--- config.mk ---
export PLATFORM = sky130hd
export DESIGN_NAME = tmr_pair
export DESIGN_NICKNAME = d
export VERILOG_FILES = /design/src/rtl/tmr_pkg.sv /design/src/rtl/tmr_rst_sync.sv /design/src/rtl/tmr_reload.sv /design/src/rtl/tmr_freerun.sv /design/src/rtl/tmr_pair.sv
export SDC_FILE = /design/constraint.sdc
export NUM_CORES = 1
export LEC_CHECK = 0
export BUFFER_PORTS_ARGS = -buffer_cell sky130_fd_sc_hd__buf_2
export CAP_MARGIN = 20
export CORE_UTILIZATION = 40
export CTS_BUF_LIST = sky130_fd_sc_hd__clkbuf_2
export CTS_CLUSTER_SIZE = 12
export DETAILED_ROUTE_END_ITERATION = 16
export GPL_ROUTABILITY_DRIVEN = 1
export SETUP_SLACK_MARGIN = 0.15
export SLEW_MARGIN = 10
export SYNTH_ARGS = -nofsm -noshare
export SYNTH_HDL_FRONTEND = slang
export SYNTH_SLANG_ARGS = --single-unit
--- constraint.sdc ---
create_clock -name clk -period 3.97 [get_ports clk]
set_input_delay 0.794 -clock clk [delete_from_list [all_inputs] [get_ports clk]]
set_output_delay 0.794 -clock clk [all_outputs]
set_load 0.02 [all_outputs]
--- src/rtl/tmr_pkg.sv ---
package tmr_pkg;
  localparam int unsigned BUS_W  = 32;
  localparam int unsigned ADDR_W = 3;

  // Word addresses of the register file
  typedef enum logic [ADDR_W-1:0] {
    REG_LOAD    = 3'd0,
    REG_VALUE   = 3'd1,
    REG_CTRL    = 3'd2,
    REG_CLEAR   = 3'd3,
    REG_FREE_LO = 3'd4,
    REG_FREE_HI = 3'd5
  } reg_sel_e;

  localparam int unsigned CTRL_RUN_BIT  = 7;
  localparam int unsigned CTRL_PER_BIT  = 6;
  localparam int unsigned CTRL_SLOW_BIT = 3;
  localparam int unsigned FREE_EN_BIT   = 8;

  typedef struct packed {
    logic run;
    logic periodic;
    logic slow_sel;
  } ctrl_t;
endpackage

--- src/rtl/tmr_rst_sync.sv ---
module tmr_rst_sync #(
  parameter int unsigned STAGES = 2
) (
  input  logic clk,
  input  logic rst_n,
  output logic rst_q_n
);
  logic [STAGES-1:0] sh_q;
  logic [STAGES-1:0] sh_d;

  always_comb sh_d = {sh_q[STAGES-2:0], 1'b1};

  always_ff @(posedge clk or negedge rst_n) begin
    if (!rst_n) sh_q <= '0;
    else        sh_q <= sh_d;
  end

  assign rst_q_n = sh_q[STAGES-1];
endmodule

--- src/rtl/tmr_reload.sv ---
module tmr_reload
  import tmr_pkg::*;
#(
  parameter int unsigned CNT_W = 16
) (
  input  logic             clk,
  input  logic             rst_n,
  input  logic             slow_tick,
  input  logic             fast_tick,
  input  ctrl_t            ctrl,
  input  logic             start,
  input  logic [CNT_W-1:0] load_val,
  input  logic             clr,
  output logic [CNT_W-1:0] cnt,
  output logic             uflow,
  output logic             irq
);
  localparam logic [CNT_W-1:0] ONE = CNT_W'(1);

  logic [CNT_W-1:0] cnt_q, cnt_d;
  logic             irq_q, irq_d;
  logic             tick_sel;

  assign tick_sel = ctrl.slow_sel ? slow_tick : fast_tick;
  assign uflow    = ctrl.run && tick_sel && (cnt_q == '0);

  always_comb begin
    cnt_d = cnt_q;
    if (start) begin
      cnt_d = load_val;
    end else if (ctrl.run && tick_sel) begin
      if (cnt_q == '0) cnt_d = ctrl.periodic ? load_val : '1;
      else             cnt_d = cnt_q - ONE;
    end
    irq_d = irq_q;
    if (clr)   irq_d = 1'b0;
    if (uflow) irq_d = 1'b1;  // underflow beats a coincident clear
  end

  always_ff @(posedge clk or negedge rst_n) begin
    if (!rst_n) begin
      cnt_q <= '0;
      irq_q <= 1'b0;
    end else begin
      cnt_q <= cnt_d;
      irq_q <= irq_d;
    end
  end

  assign cnt = cnt_q;
  assign irq = irq_q;
endmodule

--- src/rtl/tmr_freerun.sv ---
module tmr_freerun #(
  parameter int unsigned W = 40
) (
  input  logic         clk,
  input  logic         rst_n,
  input  logic         fast_tick,
  input  logic         en_wr,
  input  logic         en_val,
  output logic [W-1:0] cnt,
  output logic         en
);
  localparam logic [W-1:0] ONE = W'(1);

  logic [W-1:0] cnt_q, cnt_d;
  logic         en_q, en_d;

  always_comb begin
    en_d  = en_wr ? en_val : en_q;
    cnt_d = (en_q && fast_tick) ? cnt_q + ONE : cnt_q;
  end

  always_ff @(posedge clk or negedge rst_n) begin
    if (!rst_n) begin
      cnt_q <= '0;
      en_q  <= 1'b0;
    end else begin
      cnt_q <= cnt_d;
      en_q  <= en_d;
    end
  end

  assign cnt = cnt_q;
  assign en  = en_q;
endmodule

--- src/rtl/tmr_pair.sv ---
module tmr_pair
  import tmr_pkg::*;
#(
  parameter int unsigned CNT_W      = 16,
  parameter int unsigned FREE_W     = 40,
  parameter int unsigned RST_STAGES = 2
) (
  input  logic              clk,
  input  logic              rst_n,
  input  logic              slow_tick,
  input  logic              fast_tick,
  input  logic              bus_wr,
  input  logic              bus_rd,
  input  logic [ADDR_W-1:0] bus_addr,
  input  logic [BUS_W-1:0]  bus_wdata,
  output logic [BUS_W-1:0]  bus_rdata,
  output logic              irq
);
  localparam int unsigned HI_W = FREE_W - BUS_W;

  logic              rst_q_n;
  logic              wr_load, wr_ctrl, wr_clear, wr_hi;
  logic              tm_start;
  logic [CNT_W-1:0]  load_q, load_d;
  ctrl_t             ctrl_q, ctrl_d;
  logic [CNT_W-1:0]  tm_cnt;
  logic              tm_uflow;
  logic [FREE_W-1:0] fr_cnt;
  logic              fr_en;
  logic [BUS_W-1:0]  rd_mux;
  logic [BUS_W-1:0]  rdata_q, rdata_d;
  logic              unused_wdata;

  assign unused_wdata = ^bus_wdata;

  tmr_rst_sync #(.STAGES(RST_STAGES)) u_rst (
    .clk(clk), .rst_n(rst_n), .rst_q_n(rst_q_n)
  );

  // Write decode
  assign wr_load  = bus_wr && (bus_addr == REG_LOAD);
  assign wr_ctrl  = bus_wr && (bus_addr == REG_CTRL);
  assign wr_clear = bus_wr && (bus_addr == REG_CLEAR);
  assign wr_hi    = bus_wr && (bus_addr == REG_FREE_HI);
  assign tm_start = wr_ctrl && bus_wdata[CTRL_RUN_BIT] && !ctrl_q.run;

  always_comb begin
    load_d = wr_load ? bus_wdata[CNT_W-1:0] : load_q;
    ctrl_d = ctrl_q;
    if (wr_ctrl) begin
      ctrl_d.run      = bus_wdata[CTRL_RUN_BIT];
      ctrl_d.periodic = bus_wdata[CTRL_PER_BIT];
      ctrl_d.slow_sel = bus_wdata[CTRL_SLOW_BIT];
    end
  end

  tmr_reload #(.CNT_W(CNT_W)) u_reload (
    .clk(clk), .rst_n(rst_q_n),
    .slow_tick(slow_tick), .fast_tick(fast_tick),
    .ctrl(ctrl_q), .start(tm_start), .load_val(load_q), .clr(wr_clear),
    .cnt(tm_cnt), .uflow(tm_uflow), .irq(irq)
  );

  tmr_freerun #(.W(FREE_W)) u_free (
    .clk(clk), .rst_n(rst_q_n), .fast_tick(fast_tick),
    .en_wr(wr_hi), .en_val(bus_wdata[FREE_EN_BIT]),
    .cnt(fr_cnt), .en(fr_en)
  );

  // Read mux
  always_comb begin
    rd_mux = '0;
    case (bus_addr)
      REG_LOAD:    rd_mux = BUS_W'(load_q);
      REG_VALUE:   rd_mux = BUS_W'(tm_cnt);
      REG_CTRL: begin
        rd_mux[CTRL_RUN_BIT]  = ctrl_q.run;
        rd_mux[CTRL_PER_BIT]  = ctrl_q.periodic;
        rd_mux[CTRL_SLOW_BIT] = ctrl_q.slow_sel;
      end
      REG_FREE_LO: rd_mux = fr_cnt[BUS_W-1:0];
      REG_FREE_HI: begin
        rd_mux[HI_W-1:0]    = fr_cnt[FREE_W-1:BUS_W];
        rd_mux[FREE_EN_BIT] = fr_en;
      end
      default:     rd_mux = '0;
    endcase
    rdata_d = bus_rd ? rd_mux : rdata_q;
  end

  always_ff @(posedge clk or negedge rst_q_n) begin
    if (!rst_q_n) begin
      load_q  <= '0;
      ctrl_q  <= '0;
      rdata_q <= '0;
    end else begin
      load_q  <= load_d;
      ctrl_q  <= ctrl_d;
      rdata_q <= rdata_d;
    end
  end

  assign bus_rdata = rdata_q;
endmodule

## Yosys cells after proc, flatten, opt, wreduce, memory -nomap -nowiden

Cells that the tools add are included.

- Word-level logic and storage cells: 44
- Output and inout bits: 33
- Flip-flop bits (word level): 111
- Input bits: 41

- Add/subtract/negate cells: 2
- Multiplexer cells: 13
- Equality and inequality tests: 5
- Reduce and logical (&&, ||, !) cells: 14

Operator list:

| cell | number |
|---|---|
| 23-bit one-hot mux with 3 select lines | 1 |
| 16-bit two-way mux | 4 |
| 40-bit by 1-bit adder with 40-bit output, second input constant | 1 |
| 16-bit logical NOT | 1 |
| 16-bit by 1-bit subtractor with 16-bit output, second input constant | 1 |
| 3-bit one-hot mux with 4 select lines | 1 |
| 2-bit one-hot mux with 5 select lines | 1 |
| 1-bit logical AND | 9 |
| 2-bit one-hot mux with 4 select lines | 1 |
| 3-bit by 2-bit equality test with 1-bit output, second input constant | 2 |
| 3-bit equality test, second input constant | 2 |
| 1-bit one-hot mux with 5 select lines | 1 |
| 1-bit one-hot mux with 4 select lines | 1 |
| 2-bit nonzero test | 2 |
| 3-bit by 1-bit equality test with 1-bit output, second input constant | 1 |
| 3-bit logical NOT | 1 |
| 1-bit two-way mux | 3 |
| 1-bit logical NOT | 1 |

## Longest topological paths before layout

- Word-level depth: 5
- Mapped depth: 8
- Gate-level depth less buffers: 7

## Hierarchy

From an unflattened synthesis, not the netlist that was laid out.

- Cell total of the unflattened synthesis: 523
- Area total of the unflattened synthesis: 5674.2 sq um

Modules (own cells, without submodules):

| module | cells each | instances | sequential area each (sq um) | area each (sq um) |
|---|---|---|---|---|
| tmr_pair | 227 | 1 | 1276.2 | 2489.9 |
| tmr_freerun | 157 | 1 | 1026.0 | 1884.3 |
| tmr_reload | 136 | 1 | 425.4 | 1246.2 |
| tmr_rst_sync | 3 | 1 | 50.0 | 53.8 |

## Worst setup path after synthesis

Ideal clock, no wire load.

- Kind: input port to flip-flop
- Start: input port bus_addr[1]
- End: register load_q[10]
- Stages: 4
- Data required time: 3845 ps
- Path slack: 1625 ps
- Data arrival time: 2220 ps
- Buffers on the path: 2
- Library setup time: 125 ps
- Cell sequence: clkbuf_1 -> nor4b_2 -> buf_2 -> mux2_2

- Word-level cells in the longest chain between the ends: 2

Ends and longest elaborated chain:

| item | line | text |
|---|---|---|
| start, declared | tmr_pair.sv:14 | `input logic [ADDR_W-1:0] bus_addr,` |
| 3-bit logical NOT | tmr_pair.sv:41 | `assign wr_load = bus_wr && (bus_addr == REG_LOAD);` |
| 1-bit logical AND | tmr_pair.sv:41 |  |
| end signal, assigned | tmr_pair.sv:97 | `load_q <= load_d;` |
| end, declared | tmr_pair.sv:24 | `logic [CNT_W-1:0] load_q, load_d;` |

No other way between the ends.
A chain may end at the register's enable or synchronous reset.

## Worst setup path after layout

- Start: register u_reload.cnt_q[0] (netlist: u_reload.cnt[0])
- End: register u_reload.cnt_q[2] (netlist: u_reload.cnt[2])

- Word-level cells in the longest chain between the ends: 4
- Elaborated cells on any way between the ends: 5
- Classes of those cells: add/sub (1); mux (3); reduce/logical (1)

Ends and longest elaborated chain:

| item | line | text |
|---|---|---|
| start, declared | tmr_reload.sv:20 | `logic [CNT_W-1:0] cnt_q, cnt_d;` |
| start signal, assigned | tmr_reload.sv:45 | `cnt_q <= cnt_d;` |
| 16-bit by 1-bit subtractor with 16-bit output / 16-bit logical NOT (equally long branches) | tmr_reload.sv:33, tmr_reload.sv:32 |  |
| 16-bit two-way mux * | tmr_reload.sv:32 | `if (cnt_q == '0) cnt_d = ctrl.periodic ? load_val : '1;` |
| 16-bit two-way mux * | tmr_reload.sv:31 | `end else if (ctrl.run && tick_sel) begin` |
| 16-bit two-way mux * | tmr_reload.sv:29 | `if (start) begin` |

Every way passes the cells marked *; elsewhere a longest branch is shown, timed or not. The select of a mux whose other input is x is not followed.

==> impl_metrics.json <==
{
  "numCtsBuffers": 9,
  "crit_path_start_kind": "register",
  "crit_buf_inv": 1,
  "initial_core_util_pct": 41.02,
  "max_stage_delay_ns": 0.50,
  "yosys.cell_count.top_type": "dfrtp_1",
  "top_usage_layer": "met2",
  "ios": 74,
  "routabilityCongestion": 0.8412,
  "vdd_drop_max_v": 0.0001471,
  "ys_seq_area_share_pct": 51.13,
  "ys_top_cells_by_count": "dfrtp_1, nand2_1, inv_1",
  "area_growth_pct": 10.89,
  "cp_slowest_cell": "or4b_4",
  "multi_input_area_um2": 2401,
  "fp.dieH_um": 118.5,
  "met3_usage_pct": 2.654,
  "crit_arrival_ns": 3.07,
  "dieArea_um2": 14050,
  "gr-usage-met1_pct": 27.44,
  "grt_pass1_vias": 4084,
  "routed_wirelength_um": 12550,
  "wl_per_cell_um": 16.63,
  "critical_path_class": "register to register",
  "final_nets": 618,
  "htreeDepth": 3,
  "yosysTopAreaCell": "dfrtp_1",
  "synth.avg_cell_area_um2": 10.43,
  "crit_fanout": 13,
  "ant_nets": 0,
  "fin_crit_sh_pct": 63.89,
  "synth_edf_count": 0,
  "timing.final.max_slew_violations": 0,
  "critPathRequiredTime_ns": 4.50,
  "first_iter_violations": 295,
  "fp.dieW_um": 118.5,
  "internal_power_mw": 1.672,
  "syn_area_um2": 5433,
  "antenna_found_initial": 0,
  "status": "finished clean",
  "grt_overflow_total": 0,
  "drc_errors": 0,
  "finClkSkew_ns": 0.03239,
  "holdWs_ns": 0.3710,
  "cp-end-kind": "register",
  "tns_ns": 0,
  "synth_cell_types": 54,
  "rows": 42,
  "grt_pass1_wl_um": 21150,
  "drive_above_1_share_pct": 21.42,
  "nFillCells": 1294,
  "cts_tree": "yes",
  "ys.flop_type": "dfrtp_1",
  "syn-num-nets": 565,
  "ys_ff_latch": 111,
  "synth_cells": 521,
  "clock_path_buffers": 2,
  "placeableCoreArea_um2": 13240,
  "async_reset_ff_share_pct": 100.0,
  "crit_chain": "inv_1 > ha_1 > or4b_4 > nor4_4 > a31oi_2 > o22ai_1 > a21oi_1",
  "final-setup-viol-count": 0,
  "cts_root_buf": "clkbuf_2",
  "synth_top_area_share_pct": 51.13,
  "maxCapViolCount": 0,
  "power.share.combinational_pct": 20.5,
  "path_delay_family": "simple AND/OR/NAND/NOR gates",
  "synth_area_leaders": "dfrtp_1, mux2_2, xnor2_1",
  "io_buffers": 57,
  "n_antenna_cell": 0,
  "p_sw_share_pct": 34.17,
  "finalHoldViolCount": 0,
  "clkSinkCount": 111,
  "routed_via_density": 5.358,
  "hold_path_class": "input port to register",
  "max_slew_margin_pct": 38.68,
  "grt_use_total_pct": 19.22,
  "clkPwrFrac_pct": 21.1,
  "p_seq_share_pct": 58.4,
  "yosys_warnings": 0,
  "dr.pass1.iters": 4,
  "worst_slew_pin_slew_ns": 0.9198,
  "dp_hpwl_um": 9103,
  "p_sw_uw": 868.1,
  "power.leakage_nw": 2.697,
  "met2_usage_pct": 28.98,
  "clock_latency_ns": 0.62,
  "cts.clk_slew.worst_paths_ns": 0.28,
  "max_freq_mhz": 394.3,
  "period_needed_ns": 2.536,
  "regArea_um2": 2781,
  "grt_max_degree": 73,
  "vias": 4045,
  "rsz0062_at_grt": "no",
  "power_per_cell_area_nw_per_um2": 421.7
}
## flip-flops by register name, summed over array words and instances (netlist names)
signal,cells
bus_rdata,32
ctrl_q,3
load_q,16
u_free.cnt,40
u_free.en,1
u_reload.cnt,16
u_reload.irq,1
u_rst.sh_q,2
## final timing paths
| path | startpoint | end | slack [ns] | cells past startpoint |
|---|---|---|---|---|
| max | u_reload.cnt[0]$_DFFE_PN0P_ | u_reload.cnt[2]$_DFFE_PN0P_ | 1.43 | 7 |
| min | bus_wdata[15] | load_q[15]$_DFFE_PN0P_ | 0.37 | 3 |
| max reg2reg | u_reload.cnt[0]$_DFFE_PN0P_ | u_reload.cnt[2]$_DFFE_PN0P_ | 1.43 | 7 |
| min reg2reg | u_rst.sh_q[0]$_DFF_PN0_ | u_rst.sh_q[1]$_DFF_PN0_ | 0.40 | 0 |
| max in group asynchronous | u_rst.sh_q[1]$_DFF_PN0_ | ctrl_q[2]$_DFFE_PN0N_ | 2.48 | 1 |
| min in group asynchronous | rst_n | u_rst.sh_q[1]$_DFF_PN0_ | 0.43 | 2 |
## worst register-to-register path, cell delays in order, from the launching register on
cell and delay [ns]:
dfrtp_1 0.49, inv_1 0.15, ha_1 0.17, or4b_4 0.50
nor4_4 0.41, a31oi_2 0.38, o22ai_1 0.30, a21oi_1 0.07
## final cells by class
| type | count | area share [%] |
|---|---|---|
| Multi-Input combinational cell | 344 | 39.85 |
| Timing Repair Buffer | 64 | 5.649 |
| Sequential cell | 111 | 46.17 |
| Inverter | 44 | 2.741 |
| Clock inverter | 7 | 1.184 |
| Tap cell | 176 | 3.655 |
| Clock buffer | 9 | 0.7477 |
## cells in the final DEF, fill, tap and decap left out, types with 11 or more instances in the layout
cell type	netlist	routed
xnor2_1	26	26
nand2_1	49	49
dfrtp_1	111	110
mux2_2	21	21
xor2_1	13	13
nor3_1	13	13
inv_1	44	44
buf_2	4	57
nor2_1	36	36
o22ai_1	21	21
and3_1	11	11
mux2i_1	12	12
nand3_1	18	18
a21oi_1	18	18
o21ai_0	20	20
## timing repair
action                                  4_1_cts  5_1_grt
gates resized for setup                       0        0
setup buffers                                 0        0
endpoints found under the setup margin        0        0
hold endpoints to repair                      2        0
hold buffers                                  1        0
## power by group through the flow
| stage | clock (mW) | combinational (mW) | sequential, mW |
|---|---|---|---|
| final | 0.536 | 0.521 | 1.48 |
| after global routing | 0.598 | 0.577 | 1.52 |
| after CTS | 0.553 | 0.521 | 1.48 |
| after global placement | 0 | 0.503 | 1.49 |
| after floorplan | 0 | 0.388 | 1.45 |
| after detailed placement | 0 | 0.521 | 1.50 |
## logic make-up (layout without fill, tap and decap cells)
kind of cell               count (synthesis)  count (layout)  synth area share, %
and+or+nand+nor                          173             173                16.74
AOI/OAI and AO/OA                         86              86                9.858
DFF                                      111             111                51.13
xor gates and xnor gates                  39              39                6.287
adders and majority gates                  3               3               0.6910
muxes                                     42              42                10.29
buffers and inverters                     66             124                4.928
other                                      1               1              0.06903
## metal layers
metal  share of wire [%]  vias up  wire length, um
met3                 3.4       23              421
met4                 2.5        0              320
met1                  47     2022             5951
li1                    -     1918                -
met2                  47       82             5860
met5                   0        -                0
## through the flow
| stage | worst slack, ns | instance area (um^2) | power (mW) | util [%] | instances |
|---|---|---|---|---|---|
| 3_5_place_dp | 0.9779 | 5898 | 2.021 | 44.54 | 738 |
| 2_1_floorplan | 0.6488 | 5433 | 1.838 | - | 521 |
| 6_report | 1.434 | 6025 | 2.541 | 45.49 | 755 |
| 4_1_cts | 1.455 | 6025 | 2.556 | 45.49 | 755 |
| 5_1_grt | 1.328 | 6025 | 2.691 | 45.49 | 755 |
| 3_3_place_gp | 0.9648 | 5898 | 1.995 | 44.54 | 738 |
Note: power is estimated with default switching activity, not from simulation.
